[src/rtl/od_pkg.sv]
package od_pkg;

  typedef enum logic [1:0] {
    FLT_LOW  = 2'b00,
    FLT_HIGH = 2'b01,
    FLT_HOLD = 2'b10,
    FLT_SPARE = 2'b11
  } fault_mode_e;

  // Base unit in clock cycles of the 12.5 ns reference tick
  function automatic int unsigned base_cycles(input logic [2:0] code);
    case (code)
      3'd0:    return 1;
      3'd1:    return 2;
      3'd2:    return 4;
      3'd3:    return 8;
      3'd4:    return 80;
      3'd5:    return 800;
      3'd6:    return 8000;
      default: return 80000;
    endcase
  endfunction

  function automatic int unsigned max_delay(input int unsigned unit_cyc);
    return 80000 * unit_cyc * 64;
  endfunction

endpackage

[src/rtl/od_delay_calc.sv]
module od_delay_calc #(
  parameter int unsigned UNIT_CYC = 1,
  parameter int unsigned TW = 24
) (
  input  logic [2:0]    cfg_base,
  input  logic [5:0]    cfg_mult,
  output logic [TW-1:0] dly_cyc
);
  import od_pkg::*;

  logic [31:0] prod;

  always_comb begin
    prod    = base_cycles(cfg_base) * UNIT_CYC * (32'(cfg_mult) + 32'd1);
    dly_cyc = prod[TW-1:0];
  end

endmodule

[src/rtl/od_edge_queue.sv]
module od_edge_queue #(
  parameter int unsigned DEPTH = 4,
  parameter int unsigned TW = 24
) (
  input  logic          clk,
  input  logic          rst,
  input  logic          push,
  input  logic [TW-1:0] push_due,
  input  logic [TW-1:0] now,
  output logic          pop,
  output logic          full
);
  localparam int unsigned AW = (DEPTH > 1) ? $clog2(DEPTH) : 1;
  localparam int unsigned CW = $clog2(DEPTH + 1);

  logic [TW-1:0] due_mem [DEPTH];
  logic [AW-1:0] wr_ptr, rd_ptr;
  logic [CW-1:0] count;

  assign full = (count == CW'(DEPTH));
  assign pop  = (count != '0) && (due_mem[rd_ptr] == now);

  function automatic logic [AW-1:0] nxt(input logic [AW-1:0] p);
    return (p == AW'(DEPTH - 1)) ? '0 : p + AW'(1);
  endfunction

  always_ff @(posedge clk) begin
    if (push && !full) due_mem[wr_ptr] <= push_due;
  end

  always_ff @(posedge clk) begin
    if (rst) begin
      wr_ptr <= '0;
      rd_ptr <= '0;
      count  <= '0;
    end else begin
      if (push && !full) wr_ptr <= nxt(wr_ptr);
      if (pop)           rd_ptr <= nxt(rd_ptr);
      case ({push && !full, pop})
        2'b10:   count <= count + CW'(1);
        2'b01:   count <= count - CW'(1);
        default: count <= count;
      endcase
    end
  end

  // pending edges never exceed the store
  a_r4_count_bound: assert property (@(posedge clk) disable iff (rst)
    count <= CW'(DEPTH));
  // a full store accepts nothing, so the count cannot grow
  a_r5_full_no_grow: assert property (@(posedge clk) disable iff (rst)
    full |=> count <= CW'(DEPTH));

endmodule

[src/rtl/od_out_stage.sv]
module od_out_stage (
  input  logic       clk,
  input  logic       rst,
  input  logic       lvl,
  input  logic       invert,
  input  logic       err,
  input  logic [1:0] mode,
  output logic       pin
);
  import od_pkg::*;

  fault_mode_e fm;
  assign fm = fault_mode_e'(mode);

  always_ff @(posedge clk) begin
    if (rst) begin
      pin <= 1'b0;
    end else if (err) begin
      case (fm)
        FLT_HIGH: pin <= 1'b1;
        FLT_HOLD: pin <= pin;
        default:  pin <= 1'b0;
      endcase
    end else begin
      pin <= lvl ^ invert;
    end
  end

  // forced low for codes 00 and 11
  a_r7_force_low: assert property (@(posedge clk) disable iff (rst)
    err && (mode == 2'b00 || mode == 2'b11) |=> !pin);
  // forced high for code 01
  a_r7_force_high: assert property (@(posedge clk) disable iff (rst)
    err && mode == 2'b01 |=> pin);
  // hold freezes the pin
  a_r8_hold: assert property (@(posedge clk) disable iff (rst)
    err && mode == 2'b10 |=> $stable(pin));
  // without error the pin is the inverted level
  a_r6_invert: assert property (@(posedge clk) disable iff (rst)
    !err |=> pin == ($past(lvl) ^ $past(invert)));

endmodule

[src/rtl/pulse_out_driver.sv]
module pulse_out_driver #(
  parameter int unsigned DEPTH = 4,
  parameter int unsigned UNIT_CYC = 1
) (
  input  logic       clk,
  input  logic       rst,
  input  logic       sig_in,
  input  logic       err_in,
  input  logic       cfg_invert,
  input  logic       cfg_dly_en,
  input  logic [2:0] cfg_base,
  input  logic [5:0] cfg_mult,
  input  logic [1:0] cfg_fault,
  output logic       pin_out,
  output logic       mon_out,
  output logic       ovf
);
  import od_pkg::*;

  localparam int unsigned MAXD = max_delay(UNIT_CYC);
  localparam int unsigned TW   = $clog2(MAXD + 1) + 1;

  logic [TW-1:0] now, dly_cyc;
  logic          prev_in, dly_lvl, push_req, pop, full, lvl_now;

  od_delay_calc #(.UNIT_CYC(UNIT_CYC), .TW(TW)) u_calc (
    .cfg_base(cfg_base), .cfg_mult(cfg_mult), .dly_cyc(dly_cyc)
  );

  assign push_req = cfg_dly_en && (sig_in != prev_in);

  od_edge_queue #(.DEPTH(DEPTH), .TW(TW)) u_queue (
    .clk(clk), .rst(rst), .push(push_req), .push_due(now + dly_cyc),
    .now(now), .pop(pop), .full(full)
  );

  always_ff @(posedge clk) begin
    if (rst) begin
      now     <= '0;
      prev_in <= 1'b0;
      dly_lvl <= 1'b0;
      ovf     <= 1'b0;
    end else begin
      now     <= now + TW'(1);
      prev_in <= sig_in;
      if (!cfg_dly_en)     dly_lvl <= sig_in;
      else if (pop)        dly_lvl <= ~dly_lvl;
      if (push_req && full) ovf <= 1'b1;
    end
  end

  assign lvl_now = cfg_dly_en ? dly_lvl : sig_in;

  od_out_stage u_out (
    .clk(clk), .rst(rst), .lvl(lvl_now), .invert(cfg_invert),
    .err(err_in), .mode(cfg_fault), .pin(pin_out)
  );

  assign mon_out = pin_out;

  // a lost edge raises the flag
  a_r5_drop_flag: assert property (@(posedge clk) disable iff (rst)
    push_req && full |=> ovf);
  // the flag is sticky
  a_r5_sticky: assert property (@(posedge clk) disable iff (rst)
    ovf |=> ovf);
  // bypass path has one cycle of latency
  a_r2_bypass: assert property (@(posedge clk) disable iff (rst)
    !cfg_dly_en && !err_in |=> pin_out == ($past(sig_in) ^ $past(cfg_invert)));
  // the monitor copy matches the pin
  a_r9_mirror: assert property (@(posedge clk) disable iff (rst)
    mon_out == pin_out);

endmodule

[config.mk]
export PLATFORM = sky130hd
export DESIGN_NAME = pulse_out_driver
export DESIGN_NICKNAME = d
export VERILOG_FILES = /design/src/rtl/od_pkg.sv /design/src/rtl/od_delay_calc.sv /design/src/rtl/od_edge_queue.sv /design/src/rtl/od_out_stage.sv /design/src/rtl/pulse_out_driver.sv
export SDC_FILE = /design/constraint.sdc
export NUM_CORES = 1
export LEC_CHECK = 0
export ABC_AREA = 1
export BUFFER_PORTS_ARGS = -buffer_cell sky130_fd_sc_hd__buf_2
export CAP_MARGIN = 40
export CORE_UTILIZATION = 59
export DETAILED_ROUTE_END_ITERATION = 12
export PLACE_DENSITY = 0.76
export RECOVER_POWER = 25
export SLEW_MARGIN = 25
export SYNTH_ARGS = -nofsm -noshare
export SYNTH_HDL_FRONTEND = slang
export SYNTH_SLANG_ARGS = --single-unit
[constraint.sdc]
create_clock -name clk -period 5.7 [get_ports clk]
set_input_delay 0.285 -clock clk [delete_from_list [all_inputs] [get_ports clk]]
set_output_delay 0.285 -clock clk [all_outputs]
set_load 0.005 [all_outputs]
==> flow_results.org <==
** Status
- The flow ran to the end, and the final reports show no timing, DRC or antenna violations.

** Route
- Length of the first detailed-routing pass in iterations :: 8
- Dividing the detail-routed wire length by the instance count gives 17.2 um.
- The detailed router finished its first iteration with 760 violations.
- In the routed layout, each cell is associated on average with a via count of 5.52.
- The routed layout has 7871 vias.
- After detailed routing, the number of remaining DRC violations is 0.
- The final layout contains routed wiring with a total length of 24500 um.
- The count of nets left with antenna violations once routing finished came out at 0.

** Clock network
- CTS tree :: yes
- In this run, CTS created clock tree buffers numbering 17.
- Post-CTS sizing :: 0
- The number of setup buffers added after CTS is 0.
- The number of hold buffers added after CTS was 0.
- Maximum buffer depth of the clock tree :: 2
- Insertion delay of the later-clocked pin in the worst-skew pair :: 0.42 ns
- # H-tree levels :: 4
- The root buffer cell chosen for the clock tree is sky130_fd_sc_hd__clkbuf_16.
- Number of clock sinks seen by CTS :: 133
- After clock tree synthesis, the clock-pin slew on the worst setup and hold paths is 0.06 ns.

** Global routing
- All-layer global routing usage :: 0.301
- Busiest layer in global routing :: met2
- Antenna violations before repair :: 0
- In the global route stage, met1 resource usage came out at 0.399.
- Global-route met2 utilization :: 0.479
- The number of global-route vias before repair was 7688.
- Total grt overflow :: 0
- In the global route stage, met3 resource usage came out at 0.0698.
- Global-route wire length before repair :: 39700 um
- Pin count of the biggest net entering global routing :: 34

** Hold path
- The tightest min-delay check is of the input pin to flop type.

** Critical path
- Worst EP required :: 5.90 ns
- Classification of the worst setup path :: input pin to flop
- The worst setup path is captured at a flop.
- The worst setup path is launched from an input pin.
- At the worst endpoint, the arrival time is 5.41 ns.
- In this run the worst path has a maximum fanout of 5.

** Final layout
- Antenna diodes :: 0
- The net count of the finished layout is 1351.
- Fraction of final layout cells with drive strength greater than 1 :: 0.0636
- The area growth from synthesis to layout is 11.4%.

** Synth
- Share of the synthesized netlist area taken by xor and xnor gates :: 0.0240
- The share of synthesized area in the top cell type comes to 0.292.
- Gate count of the mapped netlist :: 1155
- Post-synth top area cell :: sky130_fd_sc_hd__edfxtp_1
- Of the total synthesized cell area, the portion taken by AND, OR, NAND and NOR gates is 0.229.
- Of the synthesized area, sequential elements account for 0.367.
- Ranking of synthesized cells by area :: sky130_fd_sc_hd__edfxtp_1 29%, sky130_fd_sc_hd__fa_1 17%, sky130_fd_sc_hd__nand2_1 10%
- Netlist area before placement :: 0.00986 mm^2
- Primary FF master, synth :: sky130_fd_sc_hd__edfxtp_1
- Most frequently used cell type in the post-synthesis netlist :: sky130_fd_sc_hd__nand2_1
- Counting flops and latches in the post-synthesis netlist gives 133.
- Warnings, synthesis :: 0
- Post-synthesis cell type count :: 42
- After synthesis, the largest family of logic cells by area is adder cells.
- Share of synthesized cell area in full adder, half adder and majority cells :: 0.236
- Top cell types by occurrence after synthesis :: 265 x sky130_fd_sc_hd__nand2_1, 207 x sky130_fd_sc_hd__inv_1, 119 x sky130_fd_sc_hd__nor2_1
- Measured against the total synthesized area, the mux share comes to 0.
- In this run, synthesis inferred 96 flip-flops with an integrated enable.
- The area fraction in compound gates after synthesis came to 0.0493.
- Net count after synthesis :: 1308
- Mean instance size in the synthesized netlist :: 8.54 um^2
- Fraction of synthesis flops using an asynchronous set or reset pin :: 0

** STA
- Number of pins exceeding their max-slew limit in the final report :: 0
- Number of hold violations in the final report :: 0
- Hold Worst Slack :: 0.114 ns
- Final worst path period share :: 0.915
- Post-Route Skew :: 0.0114 ns
- Measured against its own limit, the worst slew margin works out to 0.287.
- Setup repair after global routing left no endpoint under its margin.
- Derived from the worst setup path, the maximum achievable clock frequency is 0.192 GHz.
- For the pin with the worst max-slew slack, the measured transition is 1.07 ns.
- Setup total negative slack :: 0 ns
- Setup violations remaining at the end of the flow were counted as 0.
- Clock period minus worst slack :: 5.21 ns
- PnR worst setup slack :: 0.486 ns

** Pwr
- The analysis attributes to cell leakage a power of 5.10 nW.
- The design draws 0.00282 W.
- In this run the power density over the cells is 256 mW/mm^2.
- Across the VDD grid, the largest voltage drop is 0.000294 V.

** Floorplan
- Initial standard-cell utilization of the core :: 0.612
- The region available for standard cell placement spans 0.0161 mm^2.
- The initialized floorplan defines 46 standard-cell rows.
- During I/O placement, the number of pins put on the boundary was 20.
- The floorplan step defined a die boundary enclosing 0.0172 mm^2.
- Vertical die dimension :: 131 um
- Die span in x :: 131 um

** Place
- Port bufs :: 19
- Timing analysis after detailed placement gives a worst setup slack of 0.179 ns.
- DP HPWL :: 19000 um
- At the end of routability-driven placement, the weighted congestion stood at 0.975.

** Run
- Maximum Capacitance Violations :: 0
power breakdown:
part / total [W] / internal, W / switching, W
clock network: 0.00115 / 0.000766 / 0.000389
registers: 0.00113 / 0.00112 / 0.0000122
logic: 0.000532 / 0.000179 / 0.000352
total: 0.00282 / 0.00207 / 0.000753
sequential cells by signal (all words and copies together), names as in the netlist, named ones only:
name / count
u_queue.due_mem: 96
now: 24
u_queue.count: 3
u_queue.rd_ptr: 2
u_queue.wr_ptr: 2
dly_lvl: 1
ovf: 1
prev_in: 1
u_out.pin: 1
final cells by class:
class / instances / area [um^2]
clock buffers: 19 / 433
fillers: 1312 / 5130
well taps: 216 / 270
inverters: 212 / 796
clock inverters: 13 / 186
flip-flops and latches: 133 / 3620
multi-input cells: 789 / 5300
repair buffers: 45 / 380
cells in the final DEF (no fill, tap or decap), types with 2 or more instances in the layout:
master	count
sky130_fd_sc_hd__nand2_1	265
sky130_fd_sc_hd__inv_1	207
sky130_fd_sc_hd__nor2_1	120
sky130_fd_sc_hd__nand3_1	96
sky130_fd_sc_hd__edfxtp_1	96
sky130_fd_sc_hd__fa_1	84
sky130_fd_sc_hd__ha_1	52
sky130_fd_sc_hd__a21oi_1	43
sky130_fd_sc_hd__dfxtp_1	37
sky130_fd_sc_hd__nor3_1	31
sky130_fd_sc_hd__o21ai_0	28
sky130_fd_sc_hd__buf_4	21
sky130_fd_sc_hd__xor2_1	17
sky130_fd_sc_hd__clkbuf_16	17
sky130_fd_sc_hd__buf_2	17
sky130_fd_sc_hd__xnor2_1	10
sky130_fd_sc_hd__nand4_1	9
sky130_fd_sc_hd__clkinv_1	8
sky130_fd_sc_hd__nor4_1	6
sky130_fd_sc_hd__bufinv_16	5
sky130_fd_sc_hd__clkbuf_1	4
sky130_fd_sc_hd__buf_16	4
sky130_fd_sc_hd__a21o_1	3
sky130_fd_sc_hd__a211oi_1	3
sky130_fd_sc_hd__nor2_2	3
sky130_fd_sc_hd__o21ai_1	3
sky130_fd_sc_hd__inv_2	2
sky130_fd_sc_hd__a31oi_1	2
sky130_fd_sc_hd__clkinv_2	2
metal layers:
layer,vias to the layer above,part of all wire,wire length [um]
met5,-,0,0
met4,0,0.034,830
met3,61,0.077,1900
met2,323,0.47,11600
met1,3715,0.41,10200
li1,3772,-,-
path summary, 6_finish.rpt:
kind	depth (start not counted)	from	end	slack (ns)
max	23	cfg_mult[0]	u_queue.due_mem[0][19]	0.49
max reg2reg	17	now[8]	u_queue.due_mem[0][19]	1.28
min	3	sig_in	prev_in	0.11
min reg2reg	2	ovf	ovf	0.47
critical path, stage by stage:
cell and delay (ns):
sky130_fd_sc_hd__buf_2 0.10, sky130_fd_sc_hd__ha_1 0.21, sky130_fd_sc_hd__nand4_1 0.14, sky130_fd_sc_hd__nor2_1 0.29
sky130_fd_sc_hd__inv_1 0.16, sky130_fd_sc_hd__buf_4 0.18, sky130_fd_sc_hd__nor2_1 0.13, sky130_fd_sc_hd__fa_1 0.45
sky130_fd_sc_hd__fa_1 0.52, sky130_fd_sc_hd__fa_1 0.54, sky130_fd_sc_hd__inv_1 0.05, sky130_fd_sc_hd__fa_1 0.53
sky130_fd_sc_hd__inv_1 0.05, sky130_fd_sc_hd__ha_1 0.36, sky130_fd_sc_hd__nand2_1 0.16, sky130_fd_sc_hd__inv_1 0.06
sky130_fd_sc_hd__a21oi_1 0.21, sky130_fd_sc_hd__nand2_1 0.14, sky130_fd_sc_hd__a21oi_1 0.25, sky130_fd_sc_hd__o21bai_1 0.15
sky130_fd_sc_hd__nand2_1 0.08, sky130_fd_sc_hd__nand2_1 0.07, sky130_fd_sc_hd__xor2_1 0.30
logic make-up after synthesis:
group,Yosys count
AO/OA/AOI/OAI,89
XOR/XNOR,27
adder cells (fa/ha/maj),136
buffers and inverters,233
flip-flops,133
AND/OR/NAND/NOR,537
through the flow:
| stage | instance area, um^2 | util | cells |
|---|---|---|---|
| after global routing | 11000 | 0.682 | 1427 |
| final | 11000 | 0.682 | 1427 |
| after detailed placement | 10400 | 0.645 | 1394 |
| after global placement | 10300 | 0.638 | 1390 |
| after CTS | 11000 | 0.683 | 1426 |
| after floorplan | 9860 | - | 1155 |
No activity file was read; power rests on OpenSTA's default activity.
